### src/rtl/satarith_pkg.sv
package satarith_pkg;
  localparam int unsigned OPC_W = 6;

  typedef enum logic [OPC_W-1:0] {
    OPC_ADD_RR  = 6'b000110,
    OPC_ADD_IS  = 6'b010001,
    OPC_SUB_RR  = 6'b000101,
    OPC_SUBR_RR = 6'b000100,
    OPC_SUB_IL  = 6'b110011
  } satop_e;

  typedef struct packed {
    logic cy;
    logic ov;
    logic s;
    logic z;
  } arith_flags_t;
endpackage

### src/rtl/satarith_decode.sv
module satarith_decode #(
  parameter int unsigned DATA_W  = 32,
  parameter int unsigned IMM_S_W = 5,
  parameter int unsigned IMM_L_W = 16
) (
  input  logic [satarith_pkg::OPC_W-1:0] op_code,
  input  logic [DATA_W-1:0]              reg1_val,
  input  logic [DATA_W-1:0]              reg2_val,
  input  logic [IMM_S_W-1:0]             imm_short,
  input  logic [IMM_L_W-1:0]             imm_long,
  output logic [DATA_W-1:0]              opnd_a,
  output logic [DATA_W-1:0]              opnd_b,
  output logic                           do_sub,
  output logic                           known
);
  import satarith_pkg::*;

  localparam int unsigned EXT_S = DATA_W - IMM_S_W;
  localparam int unsigned EXT_L = DATA_W - IMM_L_W;

  logic [DATA_W-1:0] imm_s_ext;
  logic [DATA_W-1:0] imm_l_ext;

  assign imm_s_ext = {{EXT_S{imm_short[IMM_S_W-1]}}, imm_short};
  assign imm_l_ext = {{EXT_L{imm_long[IMM_L_W-1]}}, imm_long};

  always_comb begin
    opnd_a = reg2_val;
    opnd_b = reg1_val;
    do_sub = 1'b0;
    known  = 1'b1;
    case (op_code)
      OPC_ADD_RR:  begin opnd_a = reg2_val; opnd_b = reg1_val;  do_sub = 1'b0; end
      OPC_ADD_IS:  begin opnd_a = reg2_val; opnd_b = imm_s_ext; do_sub = 1'b0; end
      OPC_SUB_RR:  begin opnd_a = reg2_val; opnd_b = reg1_val;  do_sub = 1'b1; end
      OPC_SUBR_RR: begin opnd_a = reg1_val; opnd_b = reg2_val;  do_sub = 1'b1; end
      OPC_SUB_IL:  begin opnd_a = reg1_val; opnd_b = imm_l_ext; do_sub = 1'b1; end
      default:     known = 1'b0;
    endcase
  end
endmodule

### src/rtl/satarith_core.sv
module satarith_core #(
  parameter int unsigned DATA_W = 32
) (
  input  logic [DATA_W-1:0]        opnd_a,
  input  logic [DATA_W-1:0]        opnd_b,
  input  logic                     do_sub,
  output logic [DATA_W-1:0]        sat_res,
  output satarith_pkg::arith_flags_t flags,
  output logic                     clamped
);
  localparam int unsigned MSB = DATA_W - 1;
  localparam logic [DATA_W-1:0] POS_LIM = {1'b0, {(DATA_W-1){1'b1}}};
  localparam logic [DATA_W-1:0] NEG_LIM = {1'b1, {(DATA_W-1){1'b0}}};

  logic [DATA_W-1:0] b_eff;
  logic [DATA_W:0]   raw_sum;
  logic [DATA_W-1:0] raw;
  logic              carry_out;
  logic              ovf;

  assign b_eff     = do_sub ? ~opnd_b : opnd_b;
  assign raw_sum   = {1'b0, opnd_a} + {1'b0, b_eff} + {{DATA_W{1'b0}}, do_sub};
  assign raw       = raw_sum[DATA_W-1:0];
  assign carry_out = raw_sum[DATA_W];
  assign ovf       = (opnd_a[MSB] == b_eff[MSB]) && (raw[MSB] != opnd_a[MSB]);

  always_comb begin
    sat_res = raw;
    if (ovf) sat_res = opnd_a[MSB] ? NEG_LIM : POS_LIM;
  end

  assign clamped  = ovf;
  assign flags.cy = do_sub ? ~carry_out : carry_out;
  assign flags.ov = ovf;
  assign flags.s  = sat_res[MSB];
  assign flags.z  = (sat_res == '0);
endmodule

### src/rtl/satarith_unit.sv
module satarith_unit #(
  parameter int unsigned DATA_W  = 32,
  parameter int unsigned IMM_S_W = 5,
  parameter int unsigned IMM_L_W = 16,
  parameter int unsigned IDX_W   = 5
) (
  input  logic               clk,
  input  logic               rst_n,
  input  logic               op_valid,
  input  logic [5:0]         op_code,
  input  logic [DATA_W-1:0]  reg1_val,
  input  logic [DATA_W-1:0]  reg2_val,
  input  logic [IMM_S_W-1:0] imm_short,
  input  logic [IMM_L_W-1:0] imm_long,
  input  logic [IDX_W-1:0]   op_dst,
  input  logic               sat_wr_en,
  input  logic               sat_wr_val,
  output logic               res_valid,
  output logic [DATA_W-1:0]  result,
  output logic [IDX_W-1:0]   res_dst,
  output logic               flag_cy,
  output logic               flag_ov,
  output logic               flag_s,
  output logic               flag_z,
  output logic               flag_sat
);
  import satarith_pkg::*;

  localparam logic [DATA_W-1:0] POS_LIM = {1'b0, {(DATA_W-1){1'b1}}};
  localparam logic [DATA_W-1:0] NEG_LIM = {1'b1, {(DATA_W-1){1'b0}}};

  logic [DATA_W-1:0] opnd_a, opnd_b, sat_res;
  logic              do_sub, known, clamped;
  arith_flags_t      flg_d, flg_q;

  satarith_decode #(.DATA_W(DATA_W), .IMM_S_W(IMM_S_W), .IMM_L_W(IMM_L_W)) u_dec (
    .op_code(op_code), .reg1_val(reg1_val), .reg2_val(reg2_val),
    .imm_short(imm_short), .imm_long(imm_long),
    .opnd_a(opnd_a), .opnd_b(opnd_b), .do_sub(do_sub), .known(known)
  );

  satarith_core #(.DATA_W(DATA_W)) u_core (
    .opnd_a(opnd_a), .opnd_b(opnd_b), .do_sub(do_sub),
    .sat_res(sat_res), .flags(flg_d), .clamped(clamped)
  );

  // next-state
  logic              fire;
  logic              sat_d;
  logic [DATA_W-1:0] res_q;
  logic [IDX_W-1:0]  dst_q;
  logic              vld_q, sat_q;

  assign fire = op_valid && known;

  always_comb begin
    sat_d = sat_q;
    if (sat_wr_en) sat_d = sat_wr_val;
    if (fire && clamped) sat_d = 1'b1;
  end

  // registers
  always_ff @(posedge clk or negedge rst_n) begin
    if (!rst_n) begin
      vld_q <= 1'b0;
      sat_q <= 1'b0;
    end else begin
      vld_q <= fire;
      sat_q <= sat_d;
    end
  end

  always_ff @(posedge clk or negedge rst_n) begin
    if (!rst_n) begin
      res_q <= '0;
      dst_q <= '0;
      flg_q <= '0;
    end else if (fire) begin
      res_q <= sat_res;
      dst_q <= op_dst;
      flg_q <= flg_d;
    end
  end

  assign res_valid = vld_q;
  assign result    = res_q;
  assign res_dst   = dst_q;
  assign flag_cy   = flg_q.cy;
  assign flag_ov   = flg_q.ov;
  assign flag_s    = flg_q.s;
  assign flag_z    = flg_q.z;
  assign flag_sat  = sat_q;

  // assertions
  assert_ov_clamps_R6: assert property (@(posedge clk) disable iff (!rst_n)
    (res_valid && flag_ov) |-> (result == POS_LIM || result == NEG_LIM));

  assert_ov_sets_sat_R9: assert property (@(posedge clk) disable iff (!rst_n)
    (res_valid && flag_ov) |-> flag_sat);

  assert_sat_sticky_R9: assert property (@(posedge clk) disable iff (!rst_n)
    $fell(flag_sat) |-> $past(sat_wr_en));

  assert_idle_hold_R1: assert property (@(posedge clk) disable iff (!rst_n)
    !res_valid |-> ($stable(result) && $stable(flag_cy) && $stable(flag_ov)
                    && $stable(flag_s) && $stable(flag_z)));

  assert_dst_follow_R10: assert property (@(posedge clk) disable iff (!rst_n)
    (op_valid && known) |=> (res_valid && res_dst == $past(op_dst)));
endmodule

### config.mk
export PLATFORM = sky130hd
export DESIGN_NAME = satarith_unit
export DESIGN_NICKNAME = d
export VERILOG_FILES = /design/src/rtl/satarith_pkg.sv /design/src/rtl/satarith_decode.sv /design/src/rtl/satarith_core.sv /design/src/rtl/satarith_unit.sv
export SDC_FILE = /design/constraint.sdc
export NUM_CORES = 1
export LEC_CHECK = 0
export ABC_AREA = 1
export BUFFER_PORTS_ARGS = -buffer_cell sky130_fd_sc_hd__buf_4
export CAP_MARGIN = 25
export CORE_MARGIN = 3
export CORE_UTILIZATION = 35
export DETAILED_ROUTE_END_ITERATION = 6
export PLACE_DENSITY = 0.61
export RECOVER_POWER = 100
export SLEW_MARGIN = 20
export SYNTH_ARGS = -nofsm -noshare
export SYNTH_HDL_FRONTEND = slang
export SYNTH_SLANG_ARGS = --single-unit
### constraint.sdc
create_clock -name clk -period 0.8 [get_ports clk]
set_input_delay 0.04 -clock clk [delete_from_list [all_inputs] [get_ports clk]]
set_output_delay 0.04 -clock clk [all_outputs]
set_load 0.01 [all_outputs]
==> impl_metrics.csv, run 1 <==
group,metric,value,unit
synthesis,synth_top_area_share,20.8,%
synthesis,ys_top_cells_by_count,"nand2_1, nor2_1, inv_1",
cts,clk_pin_slew,0.06,ns
global_route,grt_max_degree,43,
cells_and_area,layout-drive-gt1-share,50.3,%
critical_path,endpoint_kind,"flop",
synthesis,synth_flop_cell,"dfrtp_1",
sta,maxSlewViolCount,0,
cts,clock_latency,0.28,ns
cells_and_area,fin_util,70.1,%
detailed_routing,vias,6644,
detailed_routing,wirelength,19400,µm
cells_and_area,syn_to_final_growth,94.4,%
sta,fmax,313,MHz
synthesis,avgSynthCellArea,6.32,µm²
sta,fin_crit,3.20,ns
synthesis,ys_seq_elements,42,
sta,rsz0062_at_grt,"true",
sta,finalSetupViolCount,85,
critical_path,worst_path_most_repeated_cell,"nand2_1",
global_route,grt_pass1_wl,30800,µm
critical_path,worst_ep_arrival_time,3.37,ns
sta,clock_skew,0,ns
floorplan,row_count,43,
sta,tightest_slew,0.377,ns
critical_path,crit_type,"input pin to flop",
run_status,violations,"setup timing",
run,maxCapViolations,0,
critical_path,critPathSlowestCell,"ha_2",
floorplan,start_util,36.1,%
power_and_ir_drop,totalPowerFinal,17.6,mW
critical_path,path_max_fanout,8,
critical_path,crit_family,"simple AND/OR/NAND/NOR gates",
run_status,outcome,"finished with violations",
detailed_routing,route.detailed.wl_per_inst,14.2,µm
critical_path,crit_buf_inv,6,
floorplan,coreArea,14000,µm²
cts,cts_tree,"done",
critical_path,cpPeakStageDelay,0.36,ns
synthesis,postSynth.asyncResetShare,100,%
sta,timing.slew.headroom,74.6,%
power_and_ir_drop,power_per_cell_area,1790,nW/µm²
floorplan,dieWidth,126,µm
critical_path,cp.required,0.98,ns
cts,ctsRootBufferMaster,"clkbuf_16",
cts,numCtsBuffers,5,
synthesis,synth.distinct_cells,44,
synthesis,synthCells,798,
floorplan,fp.dieH,126,µm
cells_and_area,antennaDiodeCount,0,
cells_and_area,fin_nets,1320,
power_and_ir_drop,ir_drop,1.04,mV
global_route,grt_antenna_before_repair,0,
synthesis,synth-edff-count,0,
detailed_routing,drt_pass1_iterations,5,
synthesis,yosysMostFrequentCell,"nand2_1",
floorplan,die_area,15900,µm²
synthesis,syn_area,5050,µm²
detailed_routing,drtIter0Drc,256,
sta,timing_hold_violations_final,0,
cts,htreeDepth,2,
power_and_ir_drop,p_leak,4.82,nW
placement,gp_congestion,0.951,
sta,setup_slack,-2.40,ns
global_route,overflow,0,
floorplan,io_pins,144,
detailed_routing,drtAntennaViolNets,0,
synthesis,yosysWarnings,0,
synthesis,synth_nets,931,
cts,clock_sinks,42,
sta,setup_tns,-83.68,ns
synthesis,yosys.area.top_type,"dfrtp_1",
global_route,grt_pass1_vias,6320,
sta,whs,0.00375,ns
critical_path,startpoint_type,"input pin",
global_route,grt_util_all_layers,23.2,%
cells_and_area,fillCellCount,1145,
cts,clock_path_buffers,2,
detailed_routing,drc,0,
placement,dp_hpwl,14500,µm
synthesis,synth_seq_area_share,20.8,%
detailed_routing,viasPerCell,4.86,
sta,finalCritPeriodShare,400,%
worst_hold_path,min_path_type,"input pin to flop",
synthesis,yosys-top-cells-area,"dfrtp_1, nand2_1, xor2_1",
placement,numPortBuffers,143,
==> tightest hold or removal path, cell delays in order <==
cell and delay, ns:
buf_4 0.08, mux2i_1 0.06, nand2_1 0.07
==> metrics by stage <==
stage / instance area (µm²) / cells / worst slack [ns]
after global placement: 8020 / 1294 / -2.75
after CTS: 9290 / 1340 / -2.27
after floorplan: 5270 / 798 / -2.21
after global routing: 9810 / 1368 / -2.69
final: 9810 / 1368 / -2.40
after detailed placement: 8020 / 1294 / -2.79
==> path summary, 6_finish.rpt <==
path / from / endpoint / slack (ns) / depth (start not counted)
hold reg to reg: flag_ov$_DFFE_PN0P_ / flag_ov$_DFFE_PN0P_ / 0.50 / 2
setup reg to reg: flag_s$_DFFE_PN0P_ / flag_s$_DFFE_PN0P_ / -0.09 / 3
setup / recovery: op_code[1] / flag_z$_DFFE_PN0P_ / -2.40 / 28
hold / removal: sat_wr_val / flag_sat$_DFFE_PN0P_ / 0.004 / 3
max in group asynchronous: rst_n / result[18]$_DFFE_PN0P_ / 0.18 / 3
min in group asynchronous: rst_n / result[7]$_DFFE_PN0P_ / 0.33 / 3
==> flip-flops by register name, summed over array words and instances (netlist names) <==
register and flops:
flag_s 1, flag_ov 1, flag_z 1, result 31, flag_cy 1, flag_sat 1
res_dst 5, res_valid 1
==> metal layers <==
layer  vias up  GRT usage (%)  part of all wire [%]
met3        20           2.29                   4.1
met1      3031           33.0                    47
met2       176           38.1                    48
met4         0           5.05                   1.3
met5         -              0                     0
li1       3417              -                     -
==> timing repair <==
item | CTS | global route
gates resized for setup | 190 | 81
hold buffers | 6 | 0
gates cloned | 5 | 1
setup endpoints to repair | 85 | 85
pin swaps | 50 | 32
hold endpoints to repair | 47 | 0
buffers inserted | 28 | 30
==> layout by cell type (no fill, tap or decap), types with 5 or more instances in the layout <==
cell           count
a21oi_1           22
o2111ai_2          7
nand3_1           12
ha_1              26
nor2_4             9
buf_6             70
buf_12            15
xor2_1            47
o21ai_1           23
nand2_1          163
a21oi_2           42
nand3_4            8
nor2_1            82
nor2_2             9
o21ai_2           14
nand3_2            8
buf_4            313
dfrtp_1           42
dlygate4sd3_1      6
o21a_1             7
o2111ai_1          6
o22ai_1            8
nand2_2           29
o21ai_0           42
clkbuf_16          5
nand2_4            8
o22ai_2            7
inv_1             82
inv_2              9
==> power breakdown <==
group	switching, mW	internal, mW	total (mW)
clock	0.813	1.79	2.60
combinational	5.27	6.25	11.5
sequential	0.575	2.87	3.45
==> cell families after synthesis <==
family	count (synthesis)	synth area share, %
compound gates	203	22.9
simple gates	341	28.8
fa+ha+maj	32	8.08
flops	42	20.8
mux	1	0.198
buf+inv	124	9.65
xor+xnor	55	9.55
==> layout make-up <==
| type | count | area, µm² | area share (%) |
|---|---|---|---|
| clock buffer | 5 | 125 | 1.28 |
| clock inverter | 3 | 68.8 | 0.702 |
| inverter | 93 | 354 | 3.61 |
| multi-input combinational | 634 | 4370 | 44.5 |
| sequential | 42 | 1050 | 10.7 |
| tap | 180 | 225 | 2.30 |
| timing repair buffer | 411 | 3620 | 36.9 |
(Power assumes the default switching activity.)
==> run 2: changes to the inputs <==
CTS_BUF_LIST = sky130_fd_sc_hd__clkbuf_8   (was default)
==> impl_metrics.csv, run 2 (same netlist as run 1, synthesis figures left out) <==
group,metric,value,unit
run_status,outcome,"finished with violations",
run_status,violations,"setup timing",
power_and_ir_drop,p_clk_share,11.6,%
placement,numPortBuffers,143,
sta,fin_crit,3.28,ns
sta,setup_slack,-2.48,ns
cells_and_area,multi_input_area,4450,µm²
detailed_routing,drt_pass1_iterations,5,
power_and_ir_drop,p_switching,6.83,mW
critical_path,reg2reg_to,"flag_s$_DFFE_PN0P_",
placement,place_ws,-2.79,ns
detailed_routing,drtIter0Drc,296,
sta,rsz0062_at_grt,"true",
floorplan,io_pins,144,
worst_hold_path,min_path_type,"input pin to flop",
sta,timing_hold_violations_final,0,
critical_path,crit_type,"input pin to flop",
sta,finalSetupViolCount,85,
critical_path,startpoint,"op_code[4]",
detailed_routing,drtAntennaViolNets,0,
cts,clk_pin_slew,0.08,ns
sta,maxSlewViolCount,0,
cts,ctsRootBufferMaster,"clkbuf_8",
placement,dp_hpwl,14500,µm
critical_path,cp.required,1.04,ns
critical_path,endpoint_kind,"flop",
critical_path,r2r_cells,3,
power_and_ir_drop,p_leak,4.91,nW
power_and_ir_drop,totalPowerFinal,17.3,mW
global_route,use_met2,38.8,%
floorplan,fp.dieH,126,µm
global_route,grt_max_degree,43,
floorplan,dieWidth,126,µm
cells_and_area,antennaDiodeCount,0,
critical_path,startpoint_type,"input pin",
global_route,met1_usage,33.3,%
sta,clock_skew,0,ns
floorplan,row_count,43,
critical_path,setup.worst_path.end,"flag_z$_DFFE_PN0P_",
power_and_ir_drop,ir_drop,0.878,mV
placement,gp_congestion,0.951,
floorplan,coreArea,14000,µm²
cells_and_area,fin_nets,1334,
critical_path,path_max_fanout,5,
power_and_ir_drop,p_int,10.5,mW
worst_hold_path,min_from,"op_valid",
detailed_routing,route.detailed.wl_per_inst,14.6,µm
detailed_routing,wirelength,20100,µm
sta,fmax,305,MHz
floorplan,die_area,15900,µm²
cells_and_area,fillCellCount,1123,
cells_and_area,final_cell_mix,"buf_4, nand2_1, inv_1, nor2_1, buf_6",
cells_and_area,syn_to_final_growth,98.5,%
global_route,busiest_layer,"met2",
detailed_routing,drc,0,
global_route,grt_util_all_layers,23.4,%
critical_path,critPathSlowestCell,"ha_1",
critical_path,rr_startpoint,"flag_s$_DFFE_PN0P_",
detailed_routing,viasPerCell,4.86,
run,maxCapViolations,0,
cts,numCtsBuffers,5,
critical_path,cpPeakStageDelay,0.29,ns
cells_and_area,layout-drive-gt1-share,53.1,%
critical_path,worst_ep_arrival_time,3.52,ns
critical_path,worst_path_most_repeated_cell,"nand2_1",
power_and_ir_drop,combPwrFrac,68.5,%
detailed_routing,vias,6713,
cells_and_area,regArea,1050,µm²
global_route,overflow,0,
sta,tightest_slew,0.414,ns
sta,finalCritPeriodShare,410,%
global_route,grt_pass1_wl,31100,µm
critical_path,r2r_setup_slack,-0.03,ns
floorplan,start_util,36.1,%
cts,clock_path_buffers,2,
power_and_ir_drop,p_sw_share,39.4,%
cts,clock_latency,0.30,ns
global_route,grtUsageMet3,2.37,%
cells_and_area,final_common_cell,"buf_4",
cts,htreeDepth,2,
global_route,grt_pass1_vias,6362,
cts,cts_tree,"done",
cells_and_area,largest_register_ffs,31,
cts,clock_sinks,42,
sta,timing.slew.headroom,72.4,%
sta,whs,0.206,ns
power_and_ir_drop,pwr-share-seq,19.9,%
global_route,grt_antenna_before_repair,0,
power_and_ir_drop,power_per_cell_area,1730,nW/µm²
run 2: cell count changes in the layout (fill, tap and decap cells not counted), sizes merged:
cell         previous run  this run
dlygate4sd3             6         8
buf                   402       413
nand2                 202       203
run 2: how the worst min path moves through the flow:
stage / endpoint / slack (ns) / depth (start not counted)
after floorplan: flag_cy$_DFFE_PN0P_ / -0.26 / 0
after global placement: res_dst[3]$_DFFE_PN0P_ / 0.01 / 2
after detailed placement: res_dst[0]$_DFFE_PN0P_ / 0.02 / 2
after CTS: res_valid$_DFF_PN0_ / 0.18 / 4
after global routing: res_valid$_DFF_PN0_ / 0.21 / 4
final: res_valid$_DFF_PN0_ / 0.21 / 4
run 2: worst max-delay path: cells and delay by family:
kind,cells,cell delay (ns)
AO/OA/AOI/OAI,6,0.73
XOR/XNOR,2,0.34
adder cells (fa/ha/maj),1,0.29
buffers and inverters,7,0.90
AND/OR/NAND/NOR,13,1.20
run 2: power groups by stage:
stage / logic (mW) / clock network (mW) / registers (mW)
finish: 11.9 / 2.01 / 3.44
global route: 12.8 / 2.12 / 3.53
CTS: 10.6 / 2.05 / 3.45
detailed placement: 9.11 / 0 / 3.35
global placement: 9.04 / 0 / 3.31
floorplan: 3.93 / 0 / 3.64
run 2: per-layer routing:
layer | up-vias | wire [µm]
li1 | 3445 | -
met1 | 3044 | 9270
met2 | 199 | 9790
met3 | 25 | 820
met4 | 0 | 244
met5 | - | 0
run 2: final cells by class:
cell class                      count  area share (%)
Clock inverter                      3           0.687
Inverter                           93            3.56
Multi-Input combinational cell    635            44.4
Clock buffer                        5           0.687
Tap cell                          180            2.25
Sequential cell                    42            10.5
Timing Repair Buffer              424            37.9
run 2: repair_timing:
item,CTS,global route
hold buffers,8,0
setup endpoints to repair,85,85
gates cloned,6,4
resized for setup,204,109
setup buffers,35,33
hold endpoints to repair,48,0
pin swaps,48,41
run 2: stage by stage:
stage / util [%] / area (µm²) / setup TNS [ns] / std cells
after floorplan: - / 5270 / -78.45 / 798
after global placement: 57.3 / 8020 / -97.16 / 1294
after detailed placement: 57.3 / 8020 / -97.92 / 1294
after CTS: 67.0 / 9370 / -78.88 / 1349
after global routing: 71.6 / 10000 / -93.10 / 1382
final: 71.6 / 10000 / -86.00 / 1382
